--- src/rtl/ffg_pkg.sv ---
package ffg_pkg;
  typedef enum logic [1:0] {
    MODE_BYPASS = 2'b00,
    MODE_STREAM = 2'b01,
    MODE_HALT   = 2'b10,
    MODE_TRIG   = 2'b11
  } ffg_mode_e;
endpackage

--- src/rtl/ffg_level.sv ---
// Occupancy tracking: start value from the pointers, with the full register
// resolving the aliased equal-pointer case.
module ffg_level #(
  parameter int PTR_W = 6,
  localparam int LVL_W = PTR_W + 1
) (
  input  logic             clk,
  input  logic             rst,
  input  logic             restart,
  input  logic             bypass,
  input  logic             wr_stb,
  input  logic             rd_stb,
  input  logic [PTR_W-1:0] wr_ptr,
  input  logic [PTR_W-1:0] rd_ptr,
  output logic [LVL_W-1:0] lvl_nxt,
  output logic             cur_zero,
  output logic             full_q,
  output logic [LVL_W-1:0] lvl_q
);
  localparam logic [LVL_W-1:0] FULL_LVL = LVL_W'(1 << PTR_W);

  logic [LVL_W-1:0] cur;
  logic             rd_ok;

  assign cur      = full_q ? FULL_LVL : {1'b0, wr_ptr - rd_ptr};
  assign cur_zero = (cur == '0);
  assign rd_ok    = rd_stb && !cur_zero;

  always_comb begin
    lvl_nxt = cur;
    if (wr_stb && !rd_ok) begin
      lvl_nxt = (cur == FULL_LVL) ? cur : cur + LVL_W'(1);
    end else if (rd_ok && !wr_stb) begin
      lvl_nxt = cur - LVL_W'(1);
    end
  end

  always_ff @(posedge clk) begin
    if (rst || restart || bypass) begin
      lvl_q  <= '0;
      full_q <= 1'b0;
    end else begin
      lvl_q  <= lvl_nxt;
      full_q <= (lvl_nxt == FULL_LVL);
    end
  end
endmodule

--- src/rtl/ffg_wmark.sv ---
// Watermark comparator with hold-on-equal behaviour.
module ffg_wmark #(
  parameter int PTR_W = 6,
  localparam int LVL_W = PTR_W + 1
) (
  input  logic             clk,
  input  logic             clr,
  input  logic [LVL_W-1:0] lvl_nxt,
  input  logic [PTR_W-1:0] thresh,
  output logic             wm_q
);
  logic [LVL_W-1:0] thr_ext;
  assign thr_ext = {1'b0, thresh};

  always_ff @(posedge clk) begin
    if (clr) begin
      wm_q <= 1'b0;
    end else if (lvl_nxt > thr_ext) begin
      wm_q <= 1'b1;
    end else if (lvl_nxt < thr_ext) begin
      wm_q <= 1'b0;
    end
  end
endmodule

--- src/rtl/ffg_irq.sv ---
// Empty flag, stop gating by mode and trigger, full/empty interrupts.
module ffg_irq
  import ffg_pkg::*;
#(
  parameter int PTR_W = 6,
  localparam int LVL_W = PTR_W + 1
) (
  input  logic             clk,
  input  logic             rst,
  input  logic             restart,
  input  ffg_mode_e        mode,
  input  logic             trigger,
  input  logic             wr_stb,
  input  logic             rd_stb,
  input  logic             cur_zero,
  input  logic             full_q,
  input  logic [LVL_W-1:0] lvl_nxt,
  output logic             empty_q,
  output logic             stop_q,
  output logic             fi_q,
  output logic             ei_q
);
  localparam logic [LVL_W-1:0] FULL_LVL = LVL_W'(1 << PTR_W);

  logic bypass, nxt_full, fill_evt, drain_evt, armed_q, armed_nxt;

  assign bypass    = (mode == MODE_BYPASS);
  assign nxt_full  = (lvl_nxt == FULL_LVL);
  assign fill_evt  = !full_q && nxt_full;
  assign drain_evt = !cur_zero && (lvl_nxt == '0);
  assign armed_nxt = armed_q || trigger;

  always_ff @(posedge clk) begin
    if (rst) begin
      empty_q <= 1'b1;
    end else if (bypass) begin
      empty_q <= 1'b0;
    end else if (restart) begin
      empty_q <= 1'b1;
    end else begin
      empty_q <= (lvl_nxt == '0);
    end
  end

  always_ff @(posedge clk) begin
    if (rst || restart || mode != MODE_TRIG) begin
      armed_q <= 1'b0;
    end else begin
      armed_q <= armed_nxt;
    end
  end

  always_ff @(posedge clk) begin
    if (rst || restart) begin
      stop_q <= 1'b0;
    end else begin
      case (mode)
        MODE_HALT: stop_q <= stop_q || nxt_full;
        MODE_TRIG: stop_q <= stop_q || (nxt_full && armed_nxt);
        default:   stop_q <= 1'b0;
      endcase
    end
  end

  always_ff @(posedge clk) begin
    if (rst || restart || bypass) begin
      fi_q <= 1'b0;
      ei_q <= 1'b0;
    end else begin
      if (rd_stb)        fi_q <= 1'b0;
      else if (fill_evt) fi_q <= 1'b1;
      if (wr_stb)         ei_q <= 1'b0;
      else if (drain_evt) ei_q <= 1'b1;
    end
  end
endmodule

--- src/rtl/fifo_flag_gen.sv ---
module fifo_flag_gen
  import ffg_pkg::*;
#(
  parameter int PTR_W = 6,
  localparam int LVL_W = PTR_W + 1
) (
  input  logic             clk,
  input  logic             rst,
  input  logic [1:0]       mode,
  input  logic [PTR_W-1:0] wm_thresh,
  input  logic             trigger,
  input  logic             restart,
  input  logic             wr_stb,
  input  logic             rd_stb,
  input  logic [PTR_W-1:0] wr_ptr,
  input  logic [PTR_W-1:0] rd_ptr,
  output logic [LVL_W-1:0] level,
  output logic             full,
  output logic             empty,
  output logic             wm_flag,
  output logic             stop,
  output logic             full_irq,
  output logic             empty_irq
);
  ffg_mode_e        mode_e;
  logic             bypass, cur_zero;
  logic [LVL_W-1:0] lvl_nxt;

  assign mode_e = ffg_mode_e'(mode);
  assign bypass = (mode_e == MODE_BYPASS);

  ffg_level #(.PTR_W(PTR_W)) u_level (
    .clk(clk), .rst(rst), .restart(restart), .bypass(bypass),
    .wr_stb(wr_stb), .rd_stb(rd_stb), .wr_ptr(wr_ptr), .rd_ptr(rd_ptr),
    .lvl_nxt(lvl_nxt), .cur_zero(cur_zero), .full_q(full), .lvl_q(level)
  );

  ffg_wmark #(.PTR_W(PTR_W)) u_wmark (
    .clk(clk), .clr(rst || restart || bypass), .lvl_nxt(lvl_nxt),
    .thresh(wm_thresh), .wm_q(wm_flag)
  );

  ffg_irq #(.PTR_W(PTR_W)) u_irq (
    .clk(clk), .rst(rst), .restart(restart), .mode(mode_e),
    .trigger(trigger), .wr_stb(wr_stb), .rd_stb(rd_stb),
    .cur_zero(cur_zero), .full_q(full), .lvl_nxt(lvl_nxt),
    .empty_q(empty), .stop_q(stop), .fi_q(full_irq), .ei_q(empty_irq)
  );
endmodule

--- config.mk ---
export PLATFORM = sky130hd
export DESIGN_NAME = fifo_flag_gen
export DESIGN_NICKNAME = d
export VERILOG_FILES = /design/src/rtl/ffg_pkg.sv /design/src/rtl/ffg_level.sv /design/src/rtl/ffg_wmark.sv /design/src/rtl/ffg_irq.sv /design/src/rtl/fifo_flag_gen.sv
export SDC_FILE = /design/constraint.sdc
export NUM_CORES = 1
export LEC_CHECK = 0
export ABC_AREA = 1
export ABC_CLOCK_PERIOD_IN_PS = 5500
export BUFFER_PORTS_ARGS = -buffer_cell sky130_fd_sc_hd__buf_2
export CAP_MARGIN = 25
export CORE_MARGIN = 3
export CORE_UTILIZATION = 50
export CTS_CLUSTER_SIZE = 40
export DETAILED_ROUTE_END_ITERATION = 8
export HOLD_SLACK_MARGIN = 0.02
export PLACE_DENSITY = 0.89
export SYNTH_ARGS = -nofsm -noshare
export SYNTH_HDL_FRONTEND = slang
export SYNTH_SLANG_ARGS = --single-unit
--- constraint.sdc ---
create_clock -name clk -period 5.5 [get_ports clk]
set_clock_uncertainty 0.15 [all_clocks]
set_input_delay 0.275 -clock clk [delete_from_list [all_inputs] [get_ports clk]]
set_output_delay 0.275 -clock clk [all_outputs]
set_load 0.02 [all_outputs]
Word level (Yosys, flattened, before mapping)
Index checks and enable logic that the tools add are counted.
{ "totals": {"inputBits": 26, "elab_cells": 49, "regBits": 14} }
{ "op_classes": {"n_mux": 9, "n_lt_le_gt_ge": 2, "eq_ne": 5, "n_reduce_logical": 22, "addsub": 3} }
{ "op_table": {"columns": ["operator", "n"], "rows": [
  ["7-bit two-way mux", 4],
  ["7-bit equality test, second input constant", 2],
  ["7-bit zero test", 2],
  ["7-bit by 1-bit adder with 7-bit output, second input constant", 1],
  ["7-bit by 6-bit > comparator with 1-bit output", 1],
  ["7-bit by 6-bit < comparator with 1-bit output", 1],
  ["7-bit by 1-bit subtractor with 7-bit output, second input constant", 1],
  ["1-bit logical AND", 6],
  ["1-bit logical OR", 6],
  ["6-bit subtractor", 1],
  ["2-bit equality test, second input constant", 2],
  ["1-bit zero test", 4],
  ["1-bit two-way mux", 4],
  ["2-bit OR reduction", 2],
  ["2-bit zero test", 1],
  ["2-bit != test, second input constant", 1],
  ["1-bit one-hot mux with 2 select lines", 1],
  ["2-bit nonzero test", 1]
]} }

Longest topological paths before layout
Gate-level depths: netlist of run 1.
{ "depth": {"word_depth": 12, "mapped_depth": 24} }

Modules after synthesis
Synthesis of run 1 repeated with hierarchy kept, for this count alone.
{ "hier_totals": {"hier_cells": 252, "hier_area_um2": 1585.3} }
{ "modules_own_cells": {"columns": ["module", "area_per_inst_um2", "instances", "seq_area_each_um2", "cells_each"], "rows": [
  ["ffg_level", 1067.3, 1, 160.2, 167],
  ["ffg_irq", 284.0, 1, 100.1, 45],
  ["ffg_wmark", 209.0, 1, 20.0, 34],
  ["fifo_flag_gen", 25.0, 1, 0.0, 6]
]} }

Least setup slack after synthesis of run 1
OpenSTA, ideal clock, no wires.
{ "synth_path": {"path_kind": "input to register", "start": "in wr_ptr[0]", "end": "reg u_wmark.wm_q", "stages": 23, "slack_ps": 2310, "setup_time_ps": 126, "arrival_time_ps": 2915, "path_buffers": 0, "cell_sequence": "inv_1 ha_1 fa_1 or2_2 ha_1 nand2_1 inv_2 nand2_4 nor2_4 nand2_4 nand3_2 nand2_1 nand2_1 nand2_1 nand2_1 inv_1 ha_1 a21oi_1 o21ai_0 nand3_1 a21boi_0 o221ai_1 o21ai_1"} }
{ "synth_between": {"elab_chain_cells": 10, "elab_cells_between_ends": 18, "cone_classes": "add/sub (3); order compare (2); eq/ne (1); mux (5); reduce/logical (7)"} }
{ "synth_rtl": {"columns": ["item", "line_no", "text"], "rows": [
  ["from (decl)", "fifo_flag_gen.sv:15", "input logic [PTR_W-1:0] wr_ptr,"],
  ["6-bit subtractor *", "ffg_level.sv:25", "assign cur = full_q ? FULL_LVL : {1'b0, wr_ptr - rd_ptr};"],
  ["7-bit two-way mux *", "ffg_level.sv:25", null],
  ["branches (longest 5 deep; another with 7-bit by 1-bit subtractor with 7-bit output)", null, null],
  ["7-bit two-way mux *", "ffg_level.sv:31", "if (wr_stb && !rd_ok) begin"],
  ["net lvl_nxt[2]", "fifo_flag_gen.sv:27", "logic [LVL_W-1:0] lvl_nxt;"],
  ["7-bit by 6-bit > comparator with 1-bit output or 7-bit by 6-bit < comparator with 1-bit output (tied branches)", "ffg_wmark.sv:18, ffg_wmark.sv:20", null],
  ["1-bit two-way mux or 2-bit nonzero test (tied branches)", null, null],
  ["to (signal assigned)", "ffg_wmark.sv:17", "wm_q <= 1'b0;"],
  ["to (signal assigned)", "ffg_wmark.sv:19", "wm_q <= 1'b1;"],
  ["to (signal assigned)", "ffg_wmark.sv:21", "wm_q <= 1'b0;"],
  ["to (decl)", "ffg_wmark.sv:10", "output logic wm_q"]
]} }
Mark *: on every way through the listed nets, which the timed path passes.
A chain may end at the register's enable or synchronous reset.

Final worst setup path of run 1
Ends and elaborated chain as after synthesis.

==> results of run 1 <==
worst max-delay path by stage:
stage                   endpoint  cells past startpoint
finish              u_wmark.wm_q                     23
global route        u_wmark.wm_q                     23
CTS                 u_wmark.wm_q                     23
detailed placement  u_wmark.wm_q                     23
global placement    u_wmark.wm_q                     23
floorplan           u_wmark.wm_q                     23
area by class of cell:
cell class | count | share of cell area [%]
Multi-Input combinational cell | 159 | 57.3
Sequential cell | 14 | 16.4
Timing Repair Buffer | 38 | 11.1
Inverter | 49 | 10.8
Tap cell | 30 | 2.20
Clock buffer | 4 | 2.12
metal layers:
| metal | GRT usage (%) | share of wire, % |
|---|---|---|
| met1 | 28.8 | 46 |
| met3 | 4.97 | 7.9 |
| met2 | 30.9 | 46 |
| met4 | 2.22 | 0.16 |
| met5 | 0 | 0 |
flip-flops by register name, summed over array words and instances (netlist names):
signal,count
u_irq.fi_q,1
u_irq.armed_q,1
u_level.lvl_q,7
u_level.full_q,1
u_irq.stop_q,1
u_wmark.wm_q,1
u_irq.ei_q,1
u_irq.empty_q,1
worst register-to-register path: cells and delay by family (launching register included):
| family | cells | cell delay [ns] |
|---|---|---|
| buffers and inverters | 4 | 0.37 |
| DFF | 1 | 0.43 |
| AOI/OAI and AO/OA | 4 | 0.58 |
| and+or+nand+nor | 11 | 0.98 |
| adders and majority gates | 2 | 0.50 |
cells in the final DEF, fill, tap and decap left out, types with 2 or more instances in the layout:
cell,netlist,routed
nand4_1,7,7
buf_2,0,38
clkbuf_4,0,3
nand2_2,4,4
nand2_1,57,57
nand3_4,2,2
nand2_4,6,6
nand3_2,5,5
nor2_1,14,14
ha_1,13,13
a21oi_1,8,8
a21oi_2,2,2
nand3_1,22,22
inv_2,2,2
inv_1,46,46
xor2_1,3,3
o21ai_0,2,2
or2_2,2,2
nor2_4,2,2
dfxtp_1,14,14
logic make-up after synthesis:
kind of cell	Yosys count	synth area share, %
and+or+nand+nor	125	46.1
DFF	14	19.4
buffers and inverters	49	12.8
adders and majority gates	14	12.7
xor gates and xnor gates	4	2.43
AOI/OAI and AO/OA	16	6.59
where the power goes:
part	total [mW]	switching, mW	internal, mW
registers	0.106	0.000900	0.105
clock network	0.0719	0.0316	0.0403
logic	0.165	0.105	0.0603
==> out/metrics.cfg, run 1 <==
[run_status]
status = finished, final reports clean

[critical_path]
path_max_fanout = 8
rr_endpoint = u_wmark.wm_q
cp_slowest_stage_delay_ns = 0.43
cp-end-kind = flip-flop
rr_startpoint = u_level.full_q
arrival_ns = 3.39
worstSetupStartpointType = primary input
worstRegToRegCells = 21
crit_path_start = wr_ptr[0]
critical_path_buf_inv_count = 4
crit_required_ns = 5.56
cpMostUsedCell = nand2_4
setup.worst_path.class = in -> reg
critPathTopFamily = simple AND/OR/NAND/NOR gates
crit_slowest_cell = fa_1
reg2reg_slack_ns = 2.41
cp_cell_sequence = buf_2, inv_1, ha_1, fa_1, or2_2, ha_1, nand2_1, inv_2, nand2_4, nor2_4, nand2_4, nand2_4, nand2_4, nand3_1, nand3_2, inv_1, ha_1, nand2_1, o21ai_0, nand3_1, a21boi_0, o221ai_1, o21ai_1

[timing]
finalCritPeriodShare_pct = 60.5
whs_ns = 0.0437
tightest_slew_ns = 0.338
setup_ws_ns = 2.17
finalCriticalPeriod_ns = 3.33
maxSlewViolCount = 0
max_freq_mhz = 301
hold_viol = 0
relSlewSlack_pct = 77.4
rsz0062_at_grt = false
finalSetupViolations = 0
setup_tns_ns = 0

[yosys]
syn_area_per_cell_sq_um = 6.50
syn_area_sq_um = 1440
synth_cell_type_count = 29
netlist_instances = 222
ys_async_sr_fraction_pct = 0
synth_edf_count = 0
synth.most_common_cell = nand2_1
ys_seq_area_share_pct = 19.4
ys.flop_type = dfxtp_1
yosys-top-cells-area = dfxtp_1 (19%), nand2_1 (15%), inv_1 (12%)
ys_ff_latch = 14
syn_nets = 262
synth_common_cells = nand2_1 (57), inv_1 (46), nand3_1 (22), dfxtp_1 (14), nor2_1 (14)
synth_top_area_share_pct = 19.4
yosys_warnings = 0
yosysTopAreaCell = dfxtp_1

[route]
routedWlPerCell_um = 10.9
vias = 1492
drt_pass1_iterations = 4
ant_nets = 0
drtIter0Drc = 82
drc_errors = 0
wl_um = 3210
vias_per_cell = 5.07

[place]
gp_congestion = 0.921
dp_slack_ns = 1.96
portBuffers = 38
dp.cells = 290
hpwl_um = 2650
postPlaceCellArea_sq_um = 1670

[worst_hold_path]
whs_path_depth = 3
hold-path-endpoint = u_irq.empty_q
hp-start = rst
hp-class = in -> reg

[layout]
multi_input_area_sq_um = 978
fillers = 235
fin_util_pct = 65.4
syn2layout_area_growth_pct = 18.3
n_antenna_cell = 0
finalInstanceArea_sq_um = 1710
regArea_sq_um = 280
drive_above_1_share_pct = 26.1
fin_nets = 305
final_cell_count_no_fill = 294

[grt]
grt_first_pass_wirelength_um = 5530
grt_max_degree = 11
grt_pass1_vias = 1314
track_usage_pct = 20.0
grt_antenna_before_repair = 0
grt_overflow = 0

[floorplan]
num_rows = 18
top_level_ports = 39
initial_core_util_pct = 55.3
chipWidth_um = 59.7
fp.coreArea_sq_um = 2610
die-area_sq_um = 3570
die_h_um = 59.7

[power]
power.total_mw = 0.344
power_leakage_nw = 1.03
peakVddDrop_v = 0.000288
powerDensity_nw_per_um2 = 201

[cts]
clkSinkCount = 14
cts_root_buffer = clkbuf_4
postCtsHoldBufs = 0
cts_buffers = 3
clk_pin_slew_ns = 0.08
post-cts-setup-buffers = 0
cts_tree = built
insertion_delay_ns = 0.27
cts_resized = 0
cts_buffer_depth = 2
ctsHtreeMaxLevel = 1

[flow_run]
max-cap-violations = 0

(Power assumes the default switching activity.)
==> run 2, diff against run 1 <==
ABC_CLOCK_PERIOD_IN_PS = 2820   (was 5500)
CORE_UTILIZATION = 48   (was 50)
clock period = 2.82 ns   (was 5.5 ns; I/O delays follow)
==> run 2 against run 1 <==
The flow now finishes with violations (setup timing). Routed wire length rose by 25%. Total power rose by 130%. Sequential power rose by 96%. Worst setup slack got worse by 2.2 ns. Die area rose by 3.8%. Critical path type unchanged.
==> out/metrics.cfg, run 2 (synthesized netlist as in run 1, its figures left out) <==
[layout]
top_register = u_level.lvl_q
finalInstanceArea_sq_um = 2150  ; +26%
final_cell_count_no_fill = 329  ; +12%
final_common_cell = nand2_1
n_antenna_cell = 0  ; unchanged
drive_above_1_share_pct = 40.3  ; +14 points
fin_nets = 339  ; +11%
layout_common_cells = nand2_1 (50), inv_1 (43), buf_2 (36)
largest_reg_flops = 7  ; unchanged
syn2layout_area_growth_pct = 48.9

[route]
drt_pass1_iterations = 7  ; +3
drc_errors = 0  ; unchanged
drt-met1-wl_um = 1640  ; +11%
dr_wl_met3_um = 215  ; -15%
vias_per_cell = 5.15  ; +1.4%
vias = 1693  ; +13%
ant_nets = 0  ; unchanged
wl_um = 4020  ; +25%
route.met2.wl_um = 2090  ; +43%
highest_layer = met4
routedWlPerCell_um = 12.2  ; +12%
drtIter0Drc = 109  ; +33%

[run_status]
status = finished, violations left
failed_checks = setup timing

[critical_path]
rr_endpoint = u_wmark.wm_q
path_max_fanout = 7  ; -1
setup.worst_path.class = in -> reg
rr_startpoint = u_level.full_q
cp-end-kind = flip-flop
crit_required_ns = 2.88  ; -2.68 ns
setup.worst_path.end = u_wmark.wm_q
worstSetupStartpointType = primary input
crit_path_start = wr_ptr[0]
reg2reg_slack_ns = 0.11  ; -2.30 ns
worstRegToRegCells = 21  ; unchanged
arrival_ns = 2.91  ; -0.48 ns

[place]
gp_congestion = 0.876  ; -4.9%
portBuffers = 38  ; unchanged
hpwl_um = 2960  ; +12%
postPlaceCellArea_sq_um = 1880  ; +12%
dp.cells = 314  ; +8.3%

[cts]
insertion_delay_ns = 0.27  ; about the same
ctsHtreeMaxLevel = 1  ; unchanged
cts_root_buffer = clkbuf_4
cts_buffers = 3  ; unchanged
cts_buffer_depth = 2  ; unchanged
clk_pin_slew_ns = 0.08  ; about the same
clkSinkCount = 14  ; unchanged
cts_tree = built

[power]
seq_power_share_pct = 25.8  ; -5.2 points
power_leakage_nw = 1.20  ; +16%
switching_power_mw = 0.316  ; +130%
switching_share_pct = 39.3  ; -0.76 points
power.total_mw = 0.804  ; +130%
peakVddDrop_v = 0.000254  ; -12%
p_comb_share_pct = 56.8  ; +8.7 points
p_int_mw = 0.488  ; +140%
powerDensity_nw_per_um2 = 374  ; +86%
p_clk_share_pct = 17.4  ; -3.5 points

[floorplan]
top_level_ports = 39  ; unchanged
num_rows = 19  ; +1
die-area_sq_um = 3700  ; +3.8%
fp.coreArea_sq_um = 2810  ; +7.4%
chipWidth_um = 60.8  ; +1.9%
initial_core_util_pct = 51.5  ; -3.8 points
die_h_um = 60.8  ; +1.9%

[timing]
relSlewSlack_pct = 79.5  ; +2.1 points
maxSlewViolCount = 0  ; unchanged
tightest_slew_ns = 0.307  ; -0.0312 ns
finalSetupViolations = 1  ; +1
hold_viol = 0  ; unchanged
finalCriticalPeriod_ns = 2.85
finalCritPeriodShare_pct = 101
whs_ns = 0.117  ; +0.0730 ns
max_freq_mhz = 351
rsz0062_at_grt = true
setup_ws_ns = -0.0254  ; -2.20 ns

[grt]
grt_pass1_vias = 1468  ; +12%
grt_max_degree = 11  ; unchanged
track_usage_pct = 19.8  ; -0.16 points
grt_overflow = 0  ; unchanged
grt_antenna_before_repair = 0  ; unchanged
grt_first_pass_wirelength_um = 5730  ; +3.5%

[worst_hold_path]
hp-class = in -> reg

[flow_run]
max-cap-violations = 0  ; unchanged

run 2: cell types whose count changed in the layout (fill, tap and decap cells not counted), sizes merged:
| cell | change |
|---|---|
| buf | +28 |
| dlygate4sd3 | +6 |
run 2: stage by stage:
step	utilization, %	setup slack [ns]	TNS, ns
2_1_floorplan	-	-0.0833	-0.0833
3_3_place_gp	66.9	-0.212	-0.212
3_5_place_dp	66.9	-0.317	-0.483
4_1_cts	72.0	0.0135	0
5_1_grt	76.6	-0.146	-0.146
6_report	76.6	-0.0254	-0.0254
run 2: worst min path at each step:
stage                        from       endpoint  slack, ns  depth (start not counted)
after floorplan               rst  u_irq.empty_q       0.08                          2
after global placement        rst  u_irq.empty_q       0.19                          3
after detailed placement      rst  u_irq.empty_q       0.20                          3
after CTS                 trigger   u_irq.stop_q       0.11                          5
after global routing      trigger   u_irq.stop_q       0.17                          5
final                     trigger   u_irq.stop_q       0.12                          5
run 2: worst max-delay path, stage by stage:
cell and delay [ns]:
buf_6 0.10, inv_4 0.05, ha_4 0.13, fa_2 0.43, or2_4 0.26, ha_4 0.17
nand2_2 0.07, inv_2 0.04, nand2_4 0.07, nor2_4 0.04, nand2_4 0.09, nand2_4 0.09
nand2_8 0.12, nand3_2 0.09, nand3_2 0.08, inv_2 0.05, ha_4 0.26, nand2_2 0.04
o21ai_1 0.15, nand3_1 0.09, a21boi_1 0.13, o221ai_1 0.12, o21ai_1 0.08
run 2: layout make-up:
type	count	area, sq um
multi-input combinational	159	1120
clock buffer	4	36.3
timing repair buffer	72	473
sequential	14	280
fill	193	656
inverter	49	199
tap	31	38.8
run 2: layer usage:
metal | track usage, % | up-vias
met4 | 4.95 | 0
met5 | 0 | -
li1 | - | 851
met1 | 22.8 | 769
met2 | 36.5 | 65
met3 | 4.68 | 8
run 2: timing repair:
item | CTS | global route
hold endpoints to repair | 3 | 0
hold buffers | 6 | 0
gates cloned | 0 | 0
endpoints found under the setup margin | 1 | 1
gates resized for setup | 5 | 23
setup buffers | 3 | 2
pin swaps | 5 | 15
run 2: power by group through the flow:
stage | combinational, mW | clock, mW | sequential, mW
CTS | 0.403 | 0.143 | 0.208
detailed placement | 0.385 | 0 | 0.213
global route | 0.502 | 0.157 | 0.209
floorplan | 0.241 | 0 | 0.223
global placement | 0.373 | 0 | 0.212
finish | 0.456 | 0.140 | 0.208
==> run 3, diff against run 2 <==
GPL_TIMING_DRIVEN = 0   (was unset)
==> run 3 against run 2 <==
The flow still finishes with violations (setup timing). Clock power about the same. Flip-flop and latch count unchanged. Combinational power down 6.1%. First-iteration DRC count down 17%. Cell count down 5.2%. Sequential share of layout area up 0.77 points. Sequential power about the same. Critical endpoint unchanged. Highest routed layer unchanged.
==> out/metrics.cfg, run 3 (synthesized netlist as in run 1, its figures left out) <==
[floorplan]
die-area_sq_um = 3700  ; unchanged
top_level_ports = 39  ; unchanged
initial_core_util_pct = 51.5  ; unchanged
num_rows = 19  ; unchanged
fp.coreArea_sq_um = 2810  ; unchanged
die_h_um = 60.8  ; unchanged
chipWidth_um = 60.8  ; unchanged

[timing]
finalCritPeriodShare_pct = 102  ; +0.86 points
max_freq_mhz = 348  ; -0.84%
relSlewSlack_pct = 78.9  ; -0.58 points
finalCriticalPeriod_ns = 2.87  ; +0.0242 ns
tightest_slew_ns = 0.315  ; +0.00830 ns
hold_viol = 0  ; unchanged
whs_ns = 0.0218  ; -0.0949 ns
rsz0062_at_grt = true
setup_ws_ns = -0.0496  ; -0.0242 ns
maxSlewViolCount = 0  ; unchanged
setup_tns_ns = -0.0496  ; -0.0242 ns
finalSetupViolations = 1  ; unchanged

[place]
portBuffers = 38  ; unchanged
hpwl_um = 2680  ; -9.5%
dp_slack_ns = -0.450  ; -0.133 ns
gp_congestion = 0.914  ; +4.4%
postPlaceCellArea_sq_um = 1710  ; -9.2%

[grt]
track_usage_pct = 21.4  ; +1.6 points
grt_antenna_before_repair = 0  ; unchanged
grt_overflow = 0  ; unchanged
grt_first_pass_wirelength_um = 6110  ; +6.6%
grt_max_degree = 11  ; unchanged
grt_pass1_vias = 1510  ; +2.9%

[route]
drc_errors = 0  ; unchanged
ant_nets = 0  ; unchanged
vias = 1616  ; -4.5%
drtIter0Drc = 90  ; -17%
wl_um = 3930  ; -2.1%
vias_per_cell = 5.18  ; +0.65%
drt_pass1_iterations = 7  ; unchanged
routedWlPerCell_um = 12.6  ; +3.2%

[layout]
syn2layout_area_growth_pct = 41.2
regArea_sq_um = 282  ; +0.45%
top_register = u_level.lvl_q
final_common_cell = nand2_1
fin_nets = 322  ; -5.0%
fin_util_pct = 72.7  ; -3.9 points
multi_input_area_sq_um = 1140  ; +1.8%
drive_above_1_share_pct = 38.4  ; -1.8 points
n_antenna_cell = 0  ; unchanged
largest_reg_flops = 7  ; unchanged
fillers = 214  ; +11%
finalInstanceArea_sq_um = 2040  ; -5.1%
layout_common_cells = nand2_1 (50), inv_1 (42), buf_2 (36)

[cts]
cts_root_buffer = clkbuf_4
ctsHtreeMaxLevel = 1  ; unchanged
clk_pin_slew_ns = 0.08  ; about the same
cts_buffer_depth = 2  ; unchanged
clkSinkCount = 14  ; unchanged
insertion_delay_ns = 0.28  ; about the same
cts_tree = built
cts_buffers = 3  ; unchanged

[critical_path]
worstSetupStartpointType = primary input
critical_path_buf_inv_count = 5  ; +1
path_max_fanout = 3  ; -4
cp_cell_sequence = buf_6, inv_4, ha_4, fa_2, or2_4, buf_4, inv_1, ha_4, nand2_1, o21ai_0, nand2_1, nand3_1, nand3_2, inv_1, ha_1, a21oi_1, a21boi_1, o221ai_1, o21ai_1
setup.worst_path.class = in -> reg
crit_required_ns = 2.83  ; -0.05 ns
reg2reg_slack_ns = 0.04  ; -0.07 ns
cp_slowest_stage_delay_ns = 0.42  ; about the same
arrival_ns = 2.88  ; -0.03 ns
cp-end-kind = flip-flop
crit_slowest_cell = fa_2
critPathTopFamily = adder cells

[run_status]
failed_checks = setup timing
status = finished, violations left

[worst_hold_path]
hp-class = in -> reg

[flow_run]
max-cap-violations = 0  ; unchanged

[power]
powerDensity_nw_per_um2 = 381  ; +1.8%
power_leakage_nw = 1.13  ; -5.6%
peakVddDrop_v = 0.000316  ; +24%

-- run 3: per-stage QoR --
step	power (mW)	instances
global placement	0.529	291
detailed placement	0.544	291
finish	0.776	312
CTS	0.734	310
floorplan	0.465	222
global route	0.837	312
-- run 3: per-layer routing --
| layer | vias up | part of all wire (%) | GRT usage [%] | routed length, um |
|---|---|---|---|---|
| li1 | 820 | - | - | - |
| met2 | 64 | 54 | 39.7 | 2120 |
| met1 | 724 | 38 | 24.2 | 1510 |
| met3 | 8 | 6.0 | 5.53 | 236 |
| met5 | - | 0 | 0 | 0 |
| met4 | 0 | 1.6 | 4.95 | 62 |
-- run 3: final cells by class --
| cell class | count | share of cell area (%) |
|---|---|---|
| clock buffer | 4 | 1.78 |
| inverter | 49 | 9.51 |
| multi-input combinational | 159 | 56.0 |
| sequential | 14 | 13.8 |
| tap | 31 | 1.90 |
| timing repair buffer | 55 | 17.0 |
-- run 3: path summary, 6_finish.rpt --
check,start,end,cells after the start
worst max-delay path,wr_ptr[0],u_wmark.wm_q,19
worst max register to register,u_level.full_q,u_wmark.wm_q,19
worst min-delay path,restart,u_irq.empty_q,5
worst min register to register,u_irq.fi_q,u_irq.fi_q,2
-- run 3: what timing repair did --
action | in CTS | in global routing
buffers inserted | 10 | 2
pin swaps | 17 | 16
hold buffers | 5 | 0
endpoints found under the hold margin | 3 | 0
cloned | 0 | 0
setup endpoints to repair | 1 | 1
gates resized for setup | 22 | 13
-- run 3: power by group --
part / internal, mW / switching, mW / total, mW / leakage [nW]
clock: 0.0786 / 0.0619 / 0.140 / 0.0210
sequential: 0.206 / 0.00182 / 0.208 / 0.115
combinational: 0.177 / 0.251 / 0.428 / 0.993
-- run 3: worst register-to-register path, cell delays in order, from the launching register on --
cell	delay (ns)
dfxtp_2	0.39
inv_2	0.13
nand2_2	0.16
ha_4	0.16
nand2_2	0.05
inv_2	0.07
nand2_4	0.06
nor2_4	0.12
nand2_4	0.09
nand2_4	0.11
nand2_8	0.09
buf_6	0.14
nand3_1	0.11
nand2_4	0.09
ha_2	0.18
o21ai_2	0.12
nand3_1	0.08
a21boi_1	0.18
o221ai_1	0.14
o21ai_1	0.10
